$ cat config.mk
export PLATFORM = sky130hd
export DESIGN_NAME = snoop_tag_arbiter
export DESIGN_NICKNAME = d
export VERILOG_FILES = /design/src/rtl/snoop_tag_arbiter.sv
export SDC_FILE = /design/constraint.sdc
export NUM_CORES = 1
export LEC_CHECK = 0
export BUFFER_PORTS_ARGS = -buffer_cell sky130_fd_sc_hd__buf_2
export CORE_ASPECT_RATIO = 0.8
export CORE_MARGIN = 2
export CORE_UTILIZATION = 38
export CTS_CLUSTER_SIZE = 25
export DETAILED_ROUTE_END_ITERATION = 6
export REMOVE_ABC_BUFFERS = 1
export SYNTH_ARGS = -nofsm -noshare
export SYNTH_HDL_FRONTEND = slang
export SYNTH_SLANG_ARGS = --single-unit
$ cat constraint.sdc
create_clock -name clk -period 4 [get_ports clk]
set_input_delay 0.6 -clock clk [delete_from_list [all_inputs] [get_ports clk]]
set_output_delay 0.6 -clock clk [all_outputs]
set_load 0.01 [all_outputs]
$ cat src/rtl/snoop_tag_arbiter.sv
module snoop_tag_arbiter #(
  parameter int AW         = 32,
  parameter int LINE_BYTES = 64,
  parameter int SETS       = 16
) (
  input  logic                              clk,
  input  logic                              rst_n,
  input  logic                              cpu_req_valid,
  input  logic                              cpu_req_write,
  input  logic [AW-1:0]                     cpu_req_addr,
  input  logic [1:0]                        cpu_req_state,
  output logic                              cpu_stall,
  output logic                              cpu_resp_valid,
  output logic                              cpu_resp_hit,
  output logic [1:0]                        cpu_resp_state,
  input  logic                              snp_req_valid,
  input  logic                              snp_req_inv,
  input  logic [AW-1:0]                     snp_req_addr,
  output logic                              snp_ready,
  output logic                              snp_resp_valid,
  output logic                              snp_resp_hit,
  output logic [1:0]                        snp_resp_state,
  output logic                              l1_inv_valid,
  output logic [AW-$clog2(LINE_BYTES)-1:0]  l1_inv_line,
  input  logic                              l1_inv_ready
);
  localparam int OFS = $clog2(LINE_BYTES);
  localparam int IW  = $clog2(SETS);
  localparam int TW  = AW - OFS - IW;

  logic [TW-1:0] tag_q [SETS];
  logic [1:0]    st_q  [SETS];

  logic          snp_go, cpu_go, lk_hit, lookup;
  logic [AW-1:0] lk_addr;
  logic [IW-1:0] lk_idx;
  logic [TW-1:0] lk_tag;
  logic [1:0]    lk_st;

  assign snp_ready = !l1_inv_valid || l1_inv_ready;
  assign snp_go    = snp_req_valid && snp_ready;
  assign cpu_stall = snp_go;
  assign cpu_go    = cpu_req_valid && !snp_go;
  assign lookup    = cpu_go && !cpu_req_write;

  assign lk_addr = snp_go ? snp_req_addr : cpu_req_addr;
  assign lk_idx  = lk_addr[OFS +: IW];
  assign lk_tag  = lk_addr[AW-1 -: TW];
  assign lk_st   = st_q[lk_idx];
  assign lk_hit  = (lk_st != 2'd0) && (tag_q[lk_idx] == lk_tag);

  always_ff @(posedge clk) begin
    if (!rst_n) begin
      for (int i = 0; i < SETS; i++) begin
        tag_q[i] <= '0;
        st_q[i]  <= 2'd0;
      end
      snp_resp_valid <= 1'b0;
      snp_resp_hit   <= 1'b0;
      snp_resp_state <= 2'd0;
      cpu_resp_valid <= 1'b0;
      cpu_resp_hit   <= 1'b0;
      cpu_resp_state <= 2'd0;
      l1_inv_valid   <= 1'b0;
      l1_inv_line    <= '0;
    end else begin
      snp_resp_valid <= snp_go;
      snp_resp_hit   <= snp_go && lk_hit;
      snp_resp_state <= (snp_go && lk_hit) ? lk_st : 2'd0;
      cpu_resp_valid <= lookup;
      cpu_resp_hit   <= lookup && lk_hit;
      cpu_resp_state <= (lookup && lk_hit) ? lk_st : 2'd0;
      if (snp_go && snp_req_inv && lk_hit) begin
        st_q[lk_idx] <= 2'd0;
        l1_inv_valid <= 1'b1;
        l1_inv_line  <= snp_req_addr[AW-1:OFS];
      end else if (l1_inv_ready) begin
        l1_inv_valid <= 1'b0;
      end
      if (cpu_go && cpu_req_write) begin
        tag_q[lk_idx] <= lk_tag;
        st_q[lk_idx]  <= cpu_req_state;
      end
    end
  end

  AST_ONE_USER: assert property (@(posedge clk) disable iff (!rst_n)
    !(cpu_resp_valid && snp_resp_valid));
  AST_STALL_BLOCKS: assert property (@(posedge clk) disable iff (!rst_n)
    cpu_stall |=> !cpu_resp_valid);
  AST_SNOOP_LATENCY: assert property (@(posedge clk) disable iff (!rst_n)
    (snp_req_valid && snp_ready) |=> snp_resp_valid);
  AST_INV_HOLD: assert property (@(posedge clk) disable iff (!rst_n)
    (l1_inv_valid && !l1_inv_ready) |=> (l1_inv_valid && $stable(l1_inv_line)));
  AST_INV_FROM_HIT: assert property (@(posedge clk) disable iff (!rst_n)
    $rose(l1_inv_valid) |-> (snp_resp_valid && snp_resp_hit));
  AST_MISS_NO_INV: assert property (@(posedge clk) disable iff (!rst_n)
    (snp_resp_valid && !snp_resp_hit) |-> !$rose(l1_inv_valid));
endmodule

# Word level (Yosys, flattened, before mapping)
# Memory sizes are Yosys's and may differ from the RTL's.
# Index checks and enable logic that the tools add are counted.
# word_totals
word_cells,48
output_inout_bits,37
memories,2
mem_bits_rw,384
reg_bits,35
# mem_list
memory,depth,width,read_ports,rd_ports_with_merged_regs,wr,line_no,text
tag_q,16,22,1,0,16,31,logic [TW-1:0] tag_q [SETS];
st_q,16,2,1,0,16,32,logic [1:0] st_q [SETS];
# classes
n_eq_ne,1
muxes,17
bitwise,1
reduce_logical,19
# op_table
op,count
$mux 32,1
$eq 22x22->1,1
$mux 22,1
$reduce_or 22->1,1
$mux 1,11
$logic_and 1x1->1,9
$mux 4,2
$mux 2,2
$reduce_and 2->1,2
$reduce_bool 2->1,2
$logic_not 1->1,3
$reduce_or 2->1,1
$logic_or 1x1->1,1
$or 1x1->1,1

# Logic depth before layout (Yosys ltp)
# Gate-level depths: netlist (run 1).
# An unclocked memory read counts as a cell.
# logic_depth
depth_word,14
depth_mapped,18

# Worst setup path before layout (run 1)
# OpenSTA, ideal clock, no wires.
# synth_timing
kind,input port to flip-flop
from,input l1_inv_ready
to,memory st_q[1][0] (enable)
cell_stages,11
setup_ns,0.315
arrival_ns,3.815
setup_slack_ns,-0.130
path_buffers,5
path_cell_list,nor2b_4 > buf_6 > inv_6 > buf_8 > nand2_4 > buf_6 > buf_4 > buf_2 > nand4_1 > o21ai_0 > o21bai_1
# synth_lines
item,line_no,text
"start, declared",25,input logic l1_inv_ready
"end, declared",32,

==> results.txt, run 1 <==
----------------------------------------------------
[Status]
  Run status ... complete, but fails checks
  Failing checks ... DRC

[GRT]
  GRT Residual Overflow ... 0
  Via count of the first global-routing pass ... 18.6k
  Number of antenna violations at the first check in global routing ... 0
  Wire length of the first global-routing pass ... 126 mm
  Pin count of the biggest net entering global routing ... 38
  Global-route usage over all layers ... 0.276

[Final layout]
  Total Nets Final ... 2,362
  Syn-to-layout area delta ... 21.8%
  Proportion of layout cells with a drive suffix above 1 ... 0.299
  Antenna diode count ... 0

[Power and ir drop]
  Share of total power consumed by net switching ... 0.270
  Share of total power in combinational logic ... 0.175
  Part of the power in registers ... 0.454
  Max IR drop VDD ... 0.259 mV
  Total chip power ... 11.2 mW
  Internal power consumption ... 8.16 mW
  Leakage Power ... 10.4 nW
  Clock power frac ... 0.371
  Power spent charging and discharging nets ... 3.02 mW
  Total power divided by cell area ... 400 mW/mm^2

[Routing]
  Via density ... 6.19
  Mean routed wirelength per cell ... 28.1 um
  Count of TritonRoute iterations in the first routing pass ... 7
  Uppermost routed layer ... met5
  Final routed DRC violation total ... 1
  Aggregate routed wire length ... 87.2 mm
  DR vias ... 19.2k
  Met1 routed wirelength after detailed routing ... 36.7 mm
  Initial DRC count ... 2,712
  Wire length on met3 ... 10.4 mm
  Detail Route met2 WL ... 37.4 mm
  Post-DRT Antenna Nets ... 0

[Setup path]
  Maximum net fanout on the critical path ... 11
  Startpoint class of the critical path ... flop
  Class of the most critical setup path ... flop to flop
  Worst reg2reg setup slack ... 0.08 ns
  Worst Reg2Reg Path Length in Cells ... 16
  Worst R2R End ... st_q[5][0]
  Critical Path AT ... 4.19 ns
  Endpoint type of the worst setup path ... flop
  Reg-to-reg startpoint ... l1_inv_valid
  Critical path required time ... 4.27 ns

[Clock tree]
  Count of clock tree sinks ... 419
  Clock edge transition at the registers on the reported setup and hold paths ... 0.06 ns
  TritonCTS clock tree ... done
  Insertion delay to the later sink of the worst-skew pair ... 0.58 ns
  Number of hold buffers added after cts ... 0
  Total clock buffers created by CTS ... 43
  Buffer type at the clock tree root ... clkbuf_16
  Bufs on Longest Clock Path ... 3
  H-tree lvl count ... 2

[STA]
  Final Max Tran Viols ... 0
  Post-Route Skew ... 0.0280 ns
  Transition at the pin with the smallest max-transition slack ... 1.32 ns
  Tcrit/Tclk final ... 0.980
  Final setup vio count ... 0
  Setup TNS after final layout ... 0 ns
  Final critical delay including setup and external delays ... 3.92 ns
  Highest clock rate ... 0.255 GHz
  Relative slew slack ... 0.120
  Final hold violation count ... 0

[Placement]
  Count of input and output buffers ... 97
  Final HPWL from detailed placement ... 61.7 mm
  Routability congestion estimate ... 0.964

[Synth]
  Synth Area in XOR/XNOR ... 0.00382
  Post-Syn Area per Cell ... 11.5 sq um
  Combinational family with the most area after synthesis ... simple AND/OR/NAND/NOR gates
  Share of async-settable or async-resettable flops after synthesis ... 0
  EDFF count, synth ... 384
  Flop and latch count out of synthesis ... 419
  Seq/Total Area, Yosys ... 0.533
  Total number of yosys warnings ... 0
  Netlist area before placement ... 0.0229 sq mm
  Count of unique library cells instantiated by Yosys ... 96
  Prevailing post-synth register cell ... edfxtp_1
  Multiplexer fraction of the synthesized cell area ... 0.139
  Number of cells produced by synthesis ... 1,999
  Fraction of the mapped netlist area in adder cells ... 0
  Simple logic cell fraction of the synthesized area ... 0.144
  Synth Area in Compound Gates ... 0.131

[Hold path]
  Number of cells on the worst hold path ... 2
  Launch point of the worst hold path ... cpu_req_write
  Hold/Removal Path Class ... input port to flop
  Worst Hold Path EP ... cpu_resp_valid

[Floorplan]
  Overall die width ... 279 um
  Starting density of the core ... 0.385
  Placeable Area ... 0.0597 sq mm
  Io pins ... 110
  Standard-cell rows ... 80
  DIE HEIGHT ... 224 um
  Die ar. ... 0.0624 sq mm

[Flow run]
  MaxCap Viol Count ... 0

----------------------------------------------------
[power groups by stage]
| stage | sequential, mW | clock [mW] | combinational, mW |
|---|---|---|---|
| 2_1_floorplan | 5.14 | 0 | 0.873 |
| 4_1_cts | 5.08 | 4.19 | 1.88 |
| 5_1_grt | 5.10 | 4.36 | 2.03 |
| 3_5_place_dp | 5.17 | 0 | 1.87 |
| 3_3_place_gp | 5.15 | 0 | 1.86 |
| 6_report | 5.08 | 4.15 | 1.95 |
[timing repair]
item	4_1_cts	5_1_grt
setup endpoints to repair	0	59
buffers inserted	0	2
gates resized for setup	0	23
[Yosys cell counts, types with 9 or more instances]
cell | count | share of area
a2111oi_0 | 14 | 0.0053
a211oi_1 | 29 | 0.0095
a21oi_1 | 88 | 0.019
a221oi_1 | 15 | 0.0057
a22oi_1 | 23 | 0.0075
a31oi_1 | 17 | 0.0046
a32oi_1 | 14 | 0.0053
and3_1 | 23 | 0.0063
buf_2 | 58 | 0.013
buf_4 | 23 | 0.0075
buf_6 | 16 | 0.0079
clkbuf_1 | 90 | 0.015
dfxtp_1 | 35 | 0.031
edfxtp_1 | 384 | 0.50
inv_1 | 16 | 0.0026
mux2_2 | 14 | 0.0069
mux2i_1 | 110 | 0.048
mux4_2 | 84 | 0.082
nand2_1 | 100 | 0.016
nand2b_1 | 15 | 0.0041
nand3_1 | 64 | 0.014
nand4_1 | 33 | 0.0090
nor2_1 | 422 | 0.069
nor2b_1 | 10 | 0.0027
nor3_1 | 23 | 0.0050
o211ai_1 | 11 | 0.0036
o21ai_0 | 60 | 0.013
o22ai_1 | 12 | 0.0033
o31ai_1 | 9 | 0.0029
o31ai_2 | 20 | 0.011
[per-layer routing]
| metal | GRT usage | vias to the layer above |
|---|---|---|
| met2 | 0.409 | 1261 |
| met5 | 0 | - |
| met3 | 0.0732 | 174 |
| met1 | 0.396 | 9580 |
| met4 | 0.0829 | 2 |
| li1 | - | 8162 |
[critical path, stage by stage, from the launching register on]
cell and delay, ns:
dfxtp_1 0.31, nor2b_4 0.13, buf_12 0.13, inv_6 0.06
nand2_4 0.13, buf_12 0.22, buf_4 0.20, a31oi_1 0.39
buf_4 0.19, o32a_1 0.15, nand4_1 0.14, and4bb_1 0.40
nand4_2 0.25, nor3b_4 0.25, buf_4 0.18, nand3_4 0.17
a21oi_1 0.29
[metrics by stage]
step                 util  cell area (sq um)  cells  hold WS [ns]  setup slack, ns
CTS                 0.466              27800   3096         0.199           0.0182
finish              0.469              28000   3100         0.232           0.0802
detailed placement  0.442              26400   3019         0.458           -0.514
global route        0.469              28000   3100         0.222          -0.0142
floorplan               -              21900   1809         0.489            -1.74
global placement    0.442              26400   3019         0.453           -0.374
[cell families after synthesis]
family,Yosys count
simple gates,738
mux,210
buf+inv,214
xor+xnor,10
flops,419
compound gates,408
[registers in the layout, summed over array words and instances, names as in the netlist]
| signal | flops |
|---|---|
| cpu_resp_state | 2 |
| snp_resp_state | 2 |
| snp_resp_hit | 1 |
| tag_q | 352 |
| cpu_resp_valid | 1 |
| l1_inv_valid | 1 |
| l1_inv_line | 26 |
| snp_resp_valid | 1 |
| st_q | 32 |
| cpu_resp_hit | 1 |
[final cells by class]
cell class	instances	area, sq um
Tap cell	779	975
Sequential cell	419	12200
Inverter	24	95.1
Fill cell	5416	31700
Timing Repair Buffer	433	3450
Clock inverter	24	254
Clock buffer	53	1160
Multi-Input combinational cell	1368	9790
[cells in the final DEF (no fill, tap or decap), drive strengths merged, types with 19 or more instances in the layout]
cell type / instances
nand2: 102
a21oi: 93
edfxtp: 384
and3: 23
a2111oi: 19
a22oi: 23
nand4: 34
nor2: 428
inv: 25
a211oi: 30
o31ai: 29
mux2i: 112
nand3: 66
dfxtp: 35
o21ai: 68
nor3: 24
buf: 433
mux4: 84
clkbuf: 53
[worst max-delay path by stage]
stage | slack, ns | start | to
after floorplan | -1.74 | snp_req_valid | l1_inv_line[16]
after global placement | -0.37 | snp_req_valid | l1_inv_line[18]
after detailed placement | -0.51 | snp_req_valid | st_q[9][1]
after CTS | 0.02 | l1_inv_valid | st_q[9][0]
after global routing | -0.01 | l1_inv_valid | st_q[5][0]
final | 0.08 | l1_inv_valid | st_q[5][0]
Note: power is estimated with default switching activity, not from simulation.
==> run 2, diff against run 1 <==
- SETUP_SLACK_MARGIN: default -> 0.5
==> results.txt, run 2 (synthesis gave the netlist of run 1 again) <==
----------------------------------------------------
[Final layout]
  Total Nets Final ... 2,421
  Proportion of layout cells with a drive suffix above 1 ... 0.353
  Final core utilization ... 0.498
  Syn-to-layout area delta ... 29.5%
  Commonest cells after routing, fill and taps aside ... nor2_1, edfxtp_1, buf_4
  Registers with the highest flip-flop counts ... tag_q: 352 flops, st_q: 32 flops, l1_inv_line: 26 flops
  Max FFs per register ... 352
  Register with the highest flop count ... tag_q
  Most common library cell in the layout ignoring fill and taps ... nor2_1
  Count of fill cells added during filler insertion ... 5,256

[STA]
  Unrepaired setup endpoints after global routing ... true
  Transition at the pin with the smallest max-transition slack ... 1.31 ns
  Final critical delay including setup and external delays ... 3.79 ns
  Final hold violation count ... 0
  Post-Route Skew ... 0.0287 ns
  Final Max Tran Viols ... 0
  Worst Hold Slack ... 0.224 ns
  Setup ws final ... 0.212 ns
  Relative slew slack ... 0.127
  Final setup vio count ... 0
  Highest clock rate ... 0.264 GHz
  Tcrit/Tclk final ... 0.947

[Placement]
  Routability congestion estimate ... 0.964
  Post-Place Worst Slack ... -0.514 ns
  Count of input and output buffers ... 97
  Final HPWL from detailed placement ... 61.7 mm

[Routing]
  Mean routed wirelength per cell ... 28.7 um
  Aggregate routed wire length ... 90.7 mm
  Initial DRC count ... 2,779
  Via density ... 6.22
  Post-DRT Antenna Nets ... 0
  Count of TritonRoute iterations in the first routing pass ... 6
  Final routed DRC violation total ... 0
  DR vias ... 19.7k

[Power and ir drop]
  Share of total power consumed by net switching ... 0.275
  Share of total power in combinational logic ... 0.191
  Power spent charging and discharging nets ... 3.14 mW
  Total power divided by cell area ... 385 mW/mm^2
  Clock power frac ... 0.364
  Part of the power in registers ... 0.445
  Leakage Power ... 11.0 nW
  Internal power consumption ... 8.29 mW
  Max IR drop VDD ... 0.257 mV

[Clock tree]
  Insertion delay to the later sink of the worst-skew pair ... 0.59 ns
  Number of hold buffers added after cts ... 0
  Buffer type at the clock tree root ... clkbuf_16
  Bufs on Longest Clock Path ... 3
  Clock edge transition at the registers on the reported setup and hold paths ... 0.07 ns
  Count of clock tree sinks ... 419
  H-tree lvl count ... 2
  TritonCTS clock tree ... done
  Total clock buffers created by CTS ... 43

[GRT]
  GRT Residual Overflow ... 0
  Via count of the first global-routing pass ... 19.1k
  Number of antenna violations at the first check in global routing ... 0
  Wire length of the first global-routing pass ... 129 mm
  Global-route usage over all layers ... 0.284
  Pin count of the biggest net entering global routing ... 38

[Floorplan]
  Starting density of the core ... 0.385
  Placeable Area ... 0.0597 sq mm
  Overall die width ... 279 um
  DIE HEIGHT ... 224 um
  Standard-cell rows ... 80
  Die ar. ... 0.0624 sq mm
  Io pins ... 110

[Setup path]
  Maximum net fanout on the critical path ... 8
  Critical path required time ... 4.44 ns
  Class of the most critical setup path ... flop to flop
  Startpoint class of the critical path ... flop
  Endpoint type of the worst setup path ... flop
  Critical Path AT ... 4.22 ns

[Status]
  Run status ... finished, final reports clean

[Hold path]
  Hold/Removal Path Class ... input port to flop

[Flow run]
  MaxCap Viol Count ... 0

----------------------------------------------------
[run 2: cell types whose count changed in the layout (fill, tap and decap cells not counted), moves of 8 or more]
cell,delta
a21oi_1,-13
a21oi_4,+8
buf_12,+8
buf_4,+10
buf_6,+26
o31ai_2,-14
o31ai_4,+21
[run 2: final cells by class]
type                            instances  area [sq um]  share of cell area
Antenna cell                            1          2.50           0.0000842
Clock buffer                           53          1160              0.0392
Sequential cell                       419         12200               0.412
Inverter                               24           108             0.00362
Tap cell                              779           975              0.0328
Clock inverter                         24           254             0.00855
Timing Repair Buffer                  493          4340               0.146
Multi-Input combinational cell       1367         10600               0.358
[run 2: worst max-delay path, cell delays in order (launching register included)]
cell and delay (ns):
dfxtp_2 0.32, nor2b_4 0.12, buf_12 0.14, inv_12 0.08, buf_12 0.15, buf_6 0.13
a21oi_2 0.07, buf_4 0.15, buf_4 0.15, a211oi_4 0.26, buf_6 0.16, nand3_2 0.08
a41oi_4 0.30, nor3_2 0.10, a2111oi_4 0.40, buf_4 0.17, nand4_1 0.16, buf_6 0.19
clkbuf_16 0.17, o31ai_4 0.23, a21oi_2 0.08
[run 2: path summary, 6_finish.rpt]
| path | to | start | slack, ns | cells past startpoint |
|---|---|---|---|---|
| hold / removal | cpu_resp_valid | cpu_req_write | 0.22 | 2 |
| hold reg to reg | l1_inv_line[17] | l1_inv_line[17] | 0.47 | 2 |
| setup reg to reg | l1_inv_line[25] | l1_inv_valid | 0.21 | 20 |
| setup / recovery | l1_inv_line[25] | l1_inv_valid | 0.21 | 20 |
[run 2: power by group through the flow]
stage	sequential [mW]	clock [mW]	combinational, mW
2_1_floorplan	5.14	0	0.873
3_3_place_gp	5.15	0	1.86
3_5_place_dp	5.17	0	1.87
4_1_cts	5.08	4.19	2.03
5_1_grt	5.10	4.36	2.27
6_report	5.08	4.16	2.19
[run 2: through the flow]
step                instances  TNS [ns]  area (sq um)  power (mW)
finish                   3160         0         29700        11.4
global route             3159         0         29700        11.7
CTS                      3143         0         28900        11.3
detailed placement       3019    -24.84         26400        7.04
global placement         3019    -19.96         26400        7.01
floorplan                1809   -226.23         21900        6.01
[run 2: metal layers]
layer | part of all wire | wire, um | vias to the layer above | global-route usage
met3 | 0.12 | 11200 | 192 | 0.0775
met4 | 0.034 | 3100 | 0 | 0.0952
li1 | - | - | 8304 | -
met2 | 0.43 | 39300 | 1367 | 0.421
met5 | 0 | 0 | - | 0
met1 | 0.41 | 37100 | 9789 | 0.402
[run 2: timing repair]
item | 4_1_cts | 5_1_grt
pin swaps | 24 | 47
gates resized for setup | 119 | 111
buffers inserted | 41 | 11
setup endpoints to repair | 65 | 65
cloned | 6 | 5
